===== src/rtl/seq_pkg.sv =====
package seq_pkg;
  parameter int VA_W  = 12;
  parameter int CNT_W = 8;
  parameter int PER_W = 17;
  parameter int CPV_W = 2;
  parameter int SI_W  = 4;
  parameter int LC_W  = 4;
  parameter int STK_D = 4;
  localparam int N_STEPS = 1 << SI_W;
  localparam int PER_MIN = 20;
  localparam int PER_MAX = 65550;
  localparam int HALF_W  = PER_W - 1;

  localparam logic [2:0] OP_NEXT = 3'd0;
  localparam logic [2:0] OP_JUMP = 3'd1;
  localparam logic [2:0] OP_CALL = 3'd2;
  localparam logic [2:0] OP_LOOP = 3'd3;
  localparam logic [2:0] OP_STOP = 3'd4;
  localparam logic [2:0] OP_RET  = 3'd5;

  typedef enum logic [1:0] {S_IDLE, S_LOAD, S_RUN, S_EVAL} st_e;

  typedef struct packed {
    logic [VA_W-1:0]  offset;
    logic [CNT_W-1:0] count;
    logic [PER_W-1:0] period;
    logic [CPV_W-1:0] cpv;
    logic             last;
    logic [2:0]       op;
    logic [3:0]       cond;
    logic [SI_W-1:0]  target;
    logic [LC_W-1:0]  loops;
  } step_t;

  localparam int STEP_W = $bits(step_t);

  function automatic logic step_legal(step_t s);
    return (s.offset[1:0] == 2'b00) && !s.period[0] &&
           (s.period >= PER_W'(PER_MIN)) && (s.period <= PER_W'(PER_MAX)) &&
           (s.cpv != '0) && (s.count != '0);
  endfunction

  function automatic logic [HALF_W-1:0] half_of(logic [PER_W-1:0] p);
    return p[PER_W-1:1];
  endfunction

  function automatic logic cond_true(logic [3:0] c, logic sp, logic sf,
                                     logic bp, logic bf, logic [3:0] res);
    logic r;
    case (c)
      4'd0:  r = 1'b1;
      4'd1:  r = sp;
      4'd2:  r = !sp;
      4'd3:  r = sf;
      4'd4:  r = !sf;
      4'd5:  r = bp;
      4'd6:  r = bf;
      4'd15: r = 1'b0;
      default: begin
        if (c < 4'd11) r = res[c[1:0] + 2'd1];
        else           r = !res[c[1:0] + 2'd1];
      end
    endcase
    return r;
  endfunction
endpackage


===== src/rtl/seq_pacer.sv =====
module seq_pacer
  import seq_pkg::*;
(
  input  logic              clk,
  input  logic              rst_n,
  input  logic              run,
  input  logic [HALF_W-1:0] half,
  input  logic [CPV_W-1:0]  cpv,
  output logic              sys_ce,
  output logic              vec_begin,
  output logic              vec_end
);
  logic [HALF_W-1:0] sc;
  logic [CPV_W-1:0]  k;
  logic              sc_wrap;
  logic              k_wrap;

  assign sc_wrap = (sc == half - 1'b1);
  assign k_wrap  = (k == cpv - 1'b1);

  always_ff @(posedge clk or negedge rst_n) begin
    if (!rst_n) begin
      sc <= '0;
      k  <= '0;
    end else if (!run) begin
      sc <= '0;
      k  <= '0;
    end else if (sc_wrap) begin
      sc <= '0;
      k  <= k_wrap ? '0 : k + 1'b1;
    end else begin
      sc <= sc + 1'b1;
    end
  end

  assign sys_ce    = run && (sc == '0);
  assign vec_begin = sys_ce && (k == '0);
  assign vec_end   = run && sc_wrap && k_wrap;
endmodule


===== src/rtl/seq_stack.sv =====
module seq_stack #(
  parameter int W = 4,
  parameter int D = 4,
  localparam int PW = $clog2(D + 1),
  localparam int IW = (D > 1) ? $clog2(D) : 1
) (
  input  logic          clk,
  input  logic          rst_n,
  input  logic          clear,
  input  logic          push,
  input  logic          pop,
  input  logic [W-1:0]  din,
  output logic [W-1:0]  dout,
  output logic          full,
  output logic          empty,
  output logic [PW-1:0] depth
);
  logic [W-1:0]  slots [D];
  logic [PW-1:0] ptr;
  logic [PW-1:0] top_p;

  assign top_p = ptr - 1'b1;

  always_ff @(posedge clk or negedge rst_n) begin
    if (!rst_n) begin
      ptr <= '0;
    end else if (clear) begin
      ptr <= '0;
    end else if (push && !full) begin
      ptr <= ptr + 1'b1;
    end else if (pop && !empty) begin
      ptr <= top_p;
    end
  end

  always_ff @(posedge clk) begin
    if (push && !full && !clear) slots[IW'(ptr)] <= din;
  end

  assign full  = (ptr == PW'(D));
  assign empty = (ptr == '0);
  assign depth = ptr;
  assign dout  = empty ? '0 : slots[IW'(top_p)];
endmodule


===== src/rtl/seq_branch.sv =====
module seq_branch
  import seq_pkg::*;
(
  input  logic [2:0]      op,
  input  logic            ok,
  input  logic            last,
  input  logic [SI_W-1:0] idx,
  input  logic [SI_W-1:0] target,
  input  logic            loop_nz,
  input  logic            stk_full,
  input  logic            stk_empty,
  input  logic [SI_W-1:0] stk_top,
  output logic [SI_W-1:0] nxt_idx,
  output logic            fin,
  output logic            fault,
  output logic            push,
  output logic            pop,
  output logic            repeat_step
);
  always_comb begin
    nxt_idx     = idx + 1'b1;
    fin         = last;
    fault       = 1'b0;
    push        = 1'b0;
    pop         = 1'b0;
    repeat_step = 1'b0;
    if (ok) begin
      case (op)
        OP_JUMP: begin
          nxt_idx = target;
          fin     = 1'b0;
        end
        OP_CALL: begin
          if (stk_full) fault = 1'b1;
          else begin
            push    = 1'b1;
            nxt_idx = target;
            fin     = 1'b0;
          end
        end
        OP_LOOP: begin
          if (loop_nz) begin
            nxt_idx     = idx;
            fin         = 1'b0;
            repeat_step = 1'b1;
          end
        end
        OP_STOP: fin = 1'b1;
        OP_RET: begin
          if (stk_empty) fault = 1'b1;
          else begin
            pop     = 1'b1;
            nxt_idx = stk_top;
            fin     = 1'b0;
          end
        end
        default: ;
      endcase
    end
  end
endmodule


===== src/rtl/cond_step_seq.sv =====
module cond_step_seq
  import seq_pkg::*;
(
  input  logic              clk,
  input  logic              rst_n,
  input  logic              wr_en,
  input  logic [SI_W-1:0]   wr_idx,
  input  logic [STEP_W-1:0] wr_step,
  input  logic              start,
  input  logic              step_pass,
  input  logic              step_fail,
  input  logic              burst_pass,
  input  logic              burst_fail,
  input  logic [3:0]        ctl_res,
  output logic [VA_W-1:0]   vec_addr,
  output logic              vec_stb,
  output logic              sys_ce,
  output logic [SI_W-1:0]   step_idx,
  output logic              busy,
  output logic              done,
  output logic              err
);
  localparam int DW = $clog2(STK_D + 1);

  step_t             table_q [N_STEPS];
  step_t             cur;
  step_t             fetched;
  st_e               st;
  logic [SI_W-1:0]   idx;
  logic [VA_W-1:0]   vaddr;
  logic [CNT_W-1:0]  vleft;
  logic [LC_W-1:0]   loopc;
  logic              entry;
  logic              done_q;
  logic              err_q;

  // named internal events for the checker
  logic              in_run;
  logic              in_eval;
  logic              cur_ok;
  logic              vec_end;
  logic              vec_begin;
  logic              cond_ok;
  logic [DW-1:0]     stk_depth;

  logic [SI_W-1:0]   br_idx;
  logic              br_fin, br_fault, br_push, br_pop, br_rep;
  logic              stk_full, stk_empty;
  logic [SI_W-1:0]   stk_top;

  always_ff @(posedge clk) begin
    if (wr_en) table_q[wr_idx] <= step_t'(wr_step);
  end

  assign fetched = table_q[idx];
  assign in_run  = (st == S_RUN);
  assign in_eval = (st == S_EVAL);
  assign cur_ok  = step_legal(cur);
  assign cond_ok = cond_true(cur.cond, step_pass, step_fail, burst_pass,
                             burst_fail, ctl_res);

  seq_pacer u_pacer (
    .clk(clk), .rst_n(rst_n), .run(in_run),
    .half(half_of(cur.period)), .cpv(cur.cpv),
    .sys_ce(sys_ce), .vec_begin(vec_begin), .vec_end(vec_end)
  );

  seq_stack #(.W(SI_W), .D(STK_D)) u_stack (
    .clk(clk), .rst_n(rst_n),
    .clear(st == S_IDLE && start),
    .push(in_eval && br_push), .pop(in_eval && br_pop),
    .din(idx + 1'b1), .dout(stk_top),
    .full(stk_full), .empty(stk_empty), .depth(stk_depth)
  );

  seq_branch u_branch (
    .op(cur.op), .ok(cond_ok), .last(cur.last), .idx(idx),
    .target(cur.target), .loop_nz(loopc != '0),
    .stk_full(stk_full), .stk_empty(stk_empty), .stk_top(stk_top),
    .nxt_idx(br_idx), .fin(br_fin), .fault(br_fault),
    .push(br_push), .pop(br_pop), .repeat_step(br_rep)
  );

  always_ff @(posedge clk or negedge rst_n) begin
    if (!rst_n) begin
      st     <= S_IDLE;
      idx    <= '0;
      cur    <= '0;
      vaddr  <= '0;
      vleft  <= '0;
      loopc  <= '0;
      entry  <= 1'b0;
      done_q <= 1'b0;
      err_q  <= 1'b0;
    end else begin
      done_q <= 1'b0;
      case (st)
        S_IDLE: if (start) begin
          st    <= S_LOAD;
          idx   <= '0;
          entry <= 1'b1;
          err_q <= 1'b0;
        end
        S_LOAD: begin
          cur <= fetched;
          if (!step_legal(fetched)) begin
            st     <= S_IDLE;
            done_q <= 1'b1;
            err_q  <= 1'b1;
          end else begin
            st    <= S_RUN;
            vaddr <= fetched.offset;
            vleft <= fetched.count;
            if (entry) loopc <= fetched.loops;
            entry <= 1'b0;
          end
        end
        S_RUN: if (vec_end) begin
          if (vleft == CNT_W'(1)) st <= S_EVAL;
          else begin
            vleft <= vleft - 1'b1;
            vaddr <= vaddr + 1'b1;
          end
        end
        S_EVAL: begin
          if (br_fault || br_fin) begin
            st     <= S_IDLE;
            done_q <= 1'b1;
            err_q  <= br_fault;
          end else begin
            st    <= S_LOAD;
            idx   <= br_idx;
            entry <= !br_rep;
            if (br_rep) loopc <= loopc - 1'b1;
          end
        end
        default: st <= S_IDLE;
      endcase
    end
  end

  assign vec_addr = vaddr;
  assign vec_stb  = vec_begin;
  assign step_idx = idx;
  assign busy     = (st != S_IDLE);
  assign done     = done_q;
  assign err      = err_q;
endmodule


===== config.mk =====
export PLATFORM = sky130hd
export DESIGN_NAME = cond_step_seq
export DESIGN_NICKNAME = d
export VERILOG_FILES = /design/src/rtl/seq_pkg.sv /design/src/rtl/seq_pacer.sv /design/src/rtl/seq_stack.sv /design/src/rtl/seq_branch.sv /design/src/rtl/cond_step_seq.sv
export SDC_FILE = /design/constraint.sdc
export NUM_CORES = 1
export LEC_CHECK = 0
export BUFFER_PORTS_ARGS = -buffer_cell sky130_fd_sc_hd__buf_2
export CAP_MARGIN = 40
export CORE_UTILIZATION = 45
export DETAILED_ROUTE_END_ITERATION = 8
export HOLD_SLACK_MARGIN = 0.06
export PLACE_DENSITY = 0.74
export SYNTH_ARGS = -nofsm -noshare
export SYNTH_HDL_FRONTEND = slang
export SYNTH_SLANG_ARGS = --single-unit
export TNS_END_PERCENT = 30

===== constraint.sdc =====
create_clock -name clk -period 3.2 [get_ports clk]
set_input_delay 0.48 -clock clk [delete_from_list [all_inputs] [get_ports clk]]
set_output_delay 0.48 -clock clk [all_outputs]
set_load 0.02 [all_outputs]

==> results.json, run 1 <==
{
  "cap_viol_max_count": 0,
  "dieArea_um2": 88800,
  "synth_cells": 2018,
  "ys_types": 70,
  "timing.rr.start": "step_idx[0]",
  "drive_above_1_share_pct": 31.6,
  "overflow": 0,
  "wl_um": 93400,
  "coreArea_um2": 86800,
  "violations": "setup timing",
  "die_x_um": 298,
  "grt_start_max_net_pins": 107,
  "fmax_mhz": 288,
  "n_fill_cell": 6486,
  "antenna_found_initial": 8,
  "postRouteAntennaNets": 0,
  "die_h_um": 298,
  "synth_area_um2": 39400,
  "grt_usage_pct": 21.2,
  "cts_sinks": 980,
  "period_share_pct": 108,
  "crit_path_start": "step_idx[0]",
  "clock_path_buffers": 3,
  "ys.flop_type": "edfxtp_1",
  "async_flop_share_pct": 8.57,
  "ios": 92,
  "timing.final.ws_setup_ns": -0.270,
  "drv_slew": 0,
  "power_mw": 28.4,
  "wl_per_cell_um": 26.6,
  "peakVddDrop_uv": 563,
  "ys_seq_area_share_pct": 73.6,
  "worstSkewPairLatency_ns": 0.66,
  "vias": 20900,
  "grt_pass1_wl_um": 139000,
  "hpwl_um": 49900,
  "critical_path_class": "reg2reg",
  "rows": 108,
  "dr.pass1.iters": 5,
  "tritoncts": "done",
  "outcome": "finished with violations",
  "critPathLaunchType": "flip-flop",
  "rsz0062_at_grt": "yes",
  "avgViaCountPerCell": 5.95,
  "ys_ff_latch": 980,
  "final_nets": 2361,
  "h-tree-depth": 3,
  "synth_nets": 2107,
  "ys_warn_count": 0,
  "avgSynthCellArea_um2": 19.5,
  "cts_buffers": 93,
  "fin_skew_ns": 0.0233,
  "area.sequential_um2": 29000,
  "worstPathArrival_ns": 4.04,
  "cts-root-buf": "clkbuf_16",
  "tightest_slew_ns": 0.755,
  "end_kind": "flip-flop",
  "path_clk_slew_ns": 0.07,
  "critical_path.max_fanout": 7,
  "multi_input_area_um2": 10200,
  "utilization_pct": 53.3,
  "area_growth_pct": 17.3,
  "placement.io_buffers": 91,
  "required_ns": 3.77,
  "hold_class": "in2async",
  "first_iter_violations": 1963,
  "p_leak_nw": 15.0,
  "hold_viol_final": 0,
  "drc": 0,
  "min_period_ns": 3.47,
  "hold_slack_ns": 0.193,
  "synth_edf_count": 896,
  "initial_core_util_pct": 45.5,
  "place.gp.congestion": 0.858,
  "first_global_vias": 21700,
  "p_per_area_nw_per_um2": 615,
  "setup_violations": 27,
  "slew_headroom_pct": 49.7
}
where the power goes:
part / switching (mW) / leakage (nW) / total, mW / internal, mW
combinational: 1.33 / 4.32 / 2.38 / 1.06
clock: 4.63 / 1.54 / 11.3 / 6.71
sequential: 0.314 / 9.17 / 14.7 / 14.4
sequential cells by signal (all words and copies together) (netlist names), 2 cells and up, named ones only:
register and flops:
step_idx 4, u_pacer.k 2, vleft 8, cur 30, u_stack.slots 16, table_q 880
vec_addr 12, loopc 4, u_pacer.sc 16, u_stack.depth 3
repair_timing:
item / in CTS / in global routing
setup endpoints to repair: 33 / 43
hold buffers: 1 / 0
hold endpoints to repair: 67 / 0
pin swaps: 23 / 6
cloned: 5 / 0
gates resized for setup: 71 / 10
setup buffers: 15 / 0
cells in the final DEF, fill, tap and decap left out, types with 11 or more instances in the layout:
cell type	netlist	routed
a21oi_1	31	29
and2_1	11	11
and3_1	14	14
buf_12	0	32
buf_2	20	90
buf_4	11	112
bufinv_16	0	13
clkbuf_1	49	17
clkbuf_16	0	97
clkinv_1	1	12
clkinv_2	0	17
dfrtp_1	84	80
edfxtp_1	896	896
ha_1	18	18
inv_1	26	26
mux2_2	23	21
mux2i_1	34	29
mux4_2	251	251
nand2_1	128	124
nand2b_1	16	15
nand3_1	35	32
nor2_1	82	70
nor2_4	0	12
nor2b_1	13	11
nor3_1	23	17
o21ai_0	42	41
xnor2_1	24	24
xor2_1	18	18
final cells by class:
class / instances / area share [%]
multi-input cells: 914 / 22.0
inverters: 28 / 0.227
clock buffers: 119 / 5.53
diodes: 5 / 0.0270
well taps: 1155 / 3.12
flip-flops and latches: 980 / 62.7
clock inverters: 51 / 1.31
repair buffers: 255 / 5.00
logic make-up after synthesis:
logic type	share of synthesized area, %
and+or+nand+nor	4.59
AOI/OAI and AO/OA	2.94
buffers and inverters	1.52
xor gates and xnor gates	0.933
adders and majority gates	0.571
muxes	15.9
DFF	73.6
through the flow:
stage | area (um^2) | setup TNS [ns] | instances | setup WS, ns
global route | 46300 | -8.97 | 3503 | -0.407
detailed placement | 42400 | -12.40 | 3311 | -0.528
global placement | 42400 | -11.31 | 3309 | -0.514
CTS | 46200 | -3.62 | 3502 | -0.205
finish | 46300 | -5.65 | 3507 | -0.270
floorplan | 39500 | -278.66 | 2018 | -0.584
cells in the mapped netlist (all sizes together) (5+ instances only):
| master | n | area share [%] |
|---|---|---|
| a21oi | 31 | 0.39 |
| a22o | 6 | 0.13 |
| a22oi | 11 | 0.21 |
| a31oi | 8 | 0.13 |
| a32o | 14 | 0.37 |
| and2 | 11 | 0.17 |
| and3 | 14 | 0.22 |
| buf | 47 | 0.79 |
| clkbuf | 49 | 0.47 |
| dfrtp | 84 | 5.3 |
| edfxtp | 896 | 68 |
| ha | 18 | 0.57 |
| inv | 27 | 0.26 |
| mux2 | 24 | 0.69 |
| mux2i | 34 | 0.86 |
| mux4 | 251 | 14 |
| nand2 | 128 | 1.2 |
| nand2b | 16 | 0.25 |
| nand3 | 35 | 0.44 |
| nand3b | 6 | 0.11 |
| nand4 | 6 | 0.095 |
| nor2 | 82 | 0.78 |
| nor2b | 13 | 0.21 |
| nor3 | 24 | 0.32 |
| nor3b | 5 | 0.095 |
| nor4 | 11 | 0.17 |
| o21ai | 42 | 0.53 |
| o22ai | 12 | 0.19 |
| o31ai | 10 | 0.19 |
| or3 | 5 | 0.079 |
| or4 | 5 | 0.095 |
| xnor2 | 24 | 0.53 |
| xor2 | 18 | 0.40 |
final timing paths:
kind                       cells after the start        endpoint  slack (ns)
min reg2reg                                    2          cur[4]        0.51
max in group asynchronous                      4  u_pacer.sc[10]        2.17
min in group clk                               1   table_q[9][0]        0.20
min                                            2          cur[8]        0.19
max                                           12        vleft[1]       -0.27
max reg2reg                                   12        vleft[1]       -0.27
routing by layer:
layer | vias up | global-route usage (%) | wire (um)
li1 | 8777 | - | -
met5 | - | 0 | 23
met2 | 961 | 36.6 | 48200
met3 | 178 | 3.40 | 6500
met4 | 4 | 7.29 | 2560
met1 | 10900 | 27.3 | 36100
worst max-delay path: stages, from the launching register on:
cell and delay [ns]:
dfrtp_4 0.51, buf_12 0.15, buf_6 0.11, mux4_2 0.41, mux2_4 0.30, nor4b_4 0.25
nor4bb_4 0.30, a31oi_4 0.08, or3b_4 0.45, a211oi_4 0.29, or2_4 0.20, buf_6 0.14
mux2i_1 0.19
No activity file was read; power rests on OpenSTA's default activity.
==> run 2, diff against run 1 <==
Settings changed: ABC_AREA set to 1.
==> run 2 against run 1 <==
  * The run now ends clean
  * Die area grew 5.9%
  * Critical path depth down 7
  * Final area rose by 2.0%
  * Wire length up 15%
  * Final cell count is 48% higher
  * First-iteration DRC count increased by 74%
  * Worst setup slack gained 0.51 ns
  * Sequential share of layout area is 1.2 points lower
  * Critical path type is now reg2out
  * Largest power group unchanged
==> results.json, run 2 <==
{
  "drc": 0,
  "layout_common_cells": "edfxtp_1 (896), nand2_1 (851), nor2_1 (445), o21ai_0 (332), inv_1 (273)",
  "hold_path_depth": 1,
  "rrSetupSlack_ns": 0.29,
  "avgSynthCellArea_um2": 11.1,
  "synth_edf_count": 896,
  "grt_start_max_net_pins": 115,
  "required_ns": 2.72,
  "synth_area_um2": 41800,
  "p_leak_nw": 17.7,
  "dr.pass1.iters": 8,
  "path_clk_slew_ns": 0.06,
  "ys_types": 42,
  "grt_busiest_layer": "met2",
  "pwr-share-seq_pct": 49.9,
  "grt_pass1_wl_um": 161000,
  "placement.io_buffers": 91,
  "ys_ff_latch": 980,
  "tritoncts": "done",
  "overflow": 0,
  "hpwl_um": 57600,
  "hold_class": "in2reg",
  "min_period_ns": 2.96,
  "top_register": "table_q",
  "end_kind": "primary output",
  "holdPathEnd": "table_q[15][30]",
  "p_comb_share_pct": 14.1,
  "ys_seq_area_share_pct": 69.4,
  "die_x_um": 307,
  "ys.flop_type": "edfxtp_1",
  "critical_path_class": "reg2out",
  "rows": 111,
  "slew_headroom_pct": 50.5,
  "cts-root-buf": "clkbuf_16",
  "grt_usage_pct": 22.5,
  "clock_path_buffers": 3,
  "switchingPower_mw": 8.06,
  "initial_core_util_pct": 45.5,
  "ys_warn_count": 0,
  "yosys-top-cells-area": "edfxtp_1 (64%), nand2_1 (7.6%), dfrtp_1 (5.0%), nor2_1 (4.1%), o21ai_0 (4.0%)",
  "synth_nets": 3859,
  "timing.rr.start": "cur[19]",
  "critical_path.max_fanout": 5,
  "tns_ns": 0,
  "wl_per_cell_um": 20.7,
  "use_met1_pct": 30.5,
  "period_share_pct": 92.4,
  "post_dp_cell_area_um2": 44200,
  "use_met3_pct": 4.34,
  "finalInstanceArea_um2": 47200,
  "fin_skew_ns": 0.0253,
  "final_nets": 3940,
  "vias": 28700,
  "die_h_um": 307,
  "wl_um": 107000,
  "cap_viol_max_count": 0,
  "n_fill_cell": 7635,
  "swShare_pct": 26.7,
  "drv_slew": 0,
  "postRouteAntennaNets": 0,
  "final_common_cell": "edfxtp_1",
  "reg.largest.list": "table_q (880), cur (30)",
  "ios": 92,
  "coreArea_um2": 91800,
  "yosysTopAreaCell": "edfxtp_1",
  "place.gp.congestion": 0.908,
  "avgViaCountPerCell": 5.55,
  "rsz0062_at_grt": "no",
  "synthTopCellsByCount": "edfxtp_1 (896), nand2_1 (851), nor2_1 (455)",
  "hold_viol_final": 0,
  "fmax_mhz": 338,
  "synth_cells": 3770,
  "synth_top_cell_area_share_pct": 64.4,
  "tightest_slew_ns": 0.743,
  "p_int_mw": 22.1,
  "h-tree-depth": 3,
  "worstPathArrival_ns": 2.48,
  "peakVddDrop_uv": 378,
  "cts_buffers": 89,
  "r2r-end": "vec_addr[9]",
  "async_flop_share_pct": 8.57,
  "antenna_found_initial": 16,
  "drive_above_1_share_pct": 9.91,
  "yosysMostFrequentCell": "edfxtp_1",
  "worstSkewPairLatency_ns": 0.66,
  "grtUsageMet2_pct": 36.1,
  "area_growth_pct": 12.9,
  "clock_power_share_pct": 36.0,
  "first_iter_violations": 3406,
  "power_mw": 30.2,
  "outcome": "finished clean",
  "setup_violations": 0,
  "dieArea_um2": 94100,
  "reg2reg_depth": 17,
  "min-delay-start": "wr_step[30]",
  "cts_sinks": 980,
  "hold_slack_ns": 0.191,
  "largest_register_ffs": 880,
  "p_per_area_nw_per_um2": 640,
  "first_global_vias": 27200,
  "critPathLaunchType": "flip-flop"
}
-- run 2: cell count changes in the layout (fill, tap and decap cells not counted), moves of 33 or more --
cell,before,now
o22ai_1,10,91
nand2_1,124,851
o21ai_0,41,332
o211ai_1,3,42
nand3_1,32,258
mux4_2,251,0
nor2_1,70,445
o21ai_1,1,47
buf_4,112,71
inv_1,26,273
o221ai_1,0,33
-- run 2: power by group through the flow --
stage               Combinational (mW)  Clock (mW)  Sequential, mW
floorplan                         2.76           0            15.3
global placement                  4.09           0            15.3
detailed placement                4.19           0            15.3
CTS                               4.22        10.9            15.0
global route                      4.73        11.4            15.1
finish                            4.27        10.9            15.1
-- run 2: layout make-up --
cell class / count / area (um^2) / area share [%]
diodes: 9 / 22.5 / 0.0477
flip-flops and latches: 980 / 29000 / 61.5
multi-input cells: 2304 / 10800 / 23.0
well taps: 1243 / 1560 / 3.30
clock inverters: 58 / 596 / 1.26
inverters: 279 / 1070 / 2.27
repair buffers: 197 / 1690 / 3.59
clock buffers: 107 / 2380 / 5.04
-- run 2: timing repair --
item                                    in CTS  in global routing
hold buffers                                 1                  0
hold endpoints to repair                    51                  0
gates resized for setup                      0                  1
endpoints found under the setup margin       0                 20
setup buffers                                0                  0
-- run 2: worst max-delay path by stage --
stage                               from        endpoint  slack [ns]
after detailed placement         cur[19]     vec_addr[9]        0.20
after CTS                 u_pacer.sc[11]         vec_stb        0.16
final                     u_pacer.sc[11]         vec_stb        0.24
after global routing             cur[19]     vec_addr[9]        0.01
after global placement       step_idx[0]     vec_addr[8]        0.29
after floorplan                wr_idx[0]  table_q[12][0]       -0.25
-- run 2: cells by family (layout without fill, tap and decap cells) --
group / count (synthesis) / after routing / synth area share, %
buffers and inverters: 486 / 641 / 5.02
xor gates and xnor gates: 39 / 39 / 0.817
adders and majority gates: 18 / 18 / 0.539
AOI/OAI and AO/OA: 596 / 596 / 8.09
DFF: 980 / 980 / 69.4
other: 0 / 9 / 0
and+or+nand+nor: 1651 / 1651 / 16.1
-- run 2: stage by stage --
stage / utilization, % / cells / setup slack, ns
after floorplan: - / 3770 / -0.247
after global routing: 51.4 / 5174 / 0.0110
final: 51.4 / 5177 / 0.242
after CTS: 51.4 / 5168 / 0.155
after detailed placement: 48.1 / 5002 / 0.201
after global placement: 48.1 / 5002 / 0.287
-- run 2: worst max-delay path: stages (launching register included) --
cell     delay (ns)
dfrtp_1        0.46
nor4_1         0.31
nand4_1        0.16
nor4_1         0.52
and2_1         0.22
buf_2          0.16
-- run 2: layer usage --
layer,part of all wire (%),vias up
met1,40,13800
met2,47,1497
li1,-,13200
met3,9.9,233
met4,2.9,16
met5,0.10,-
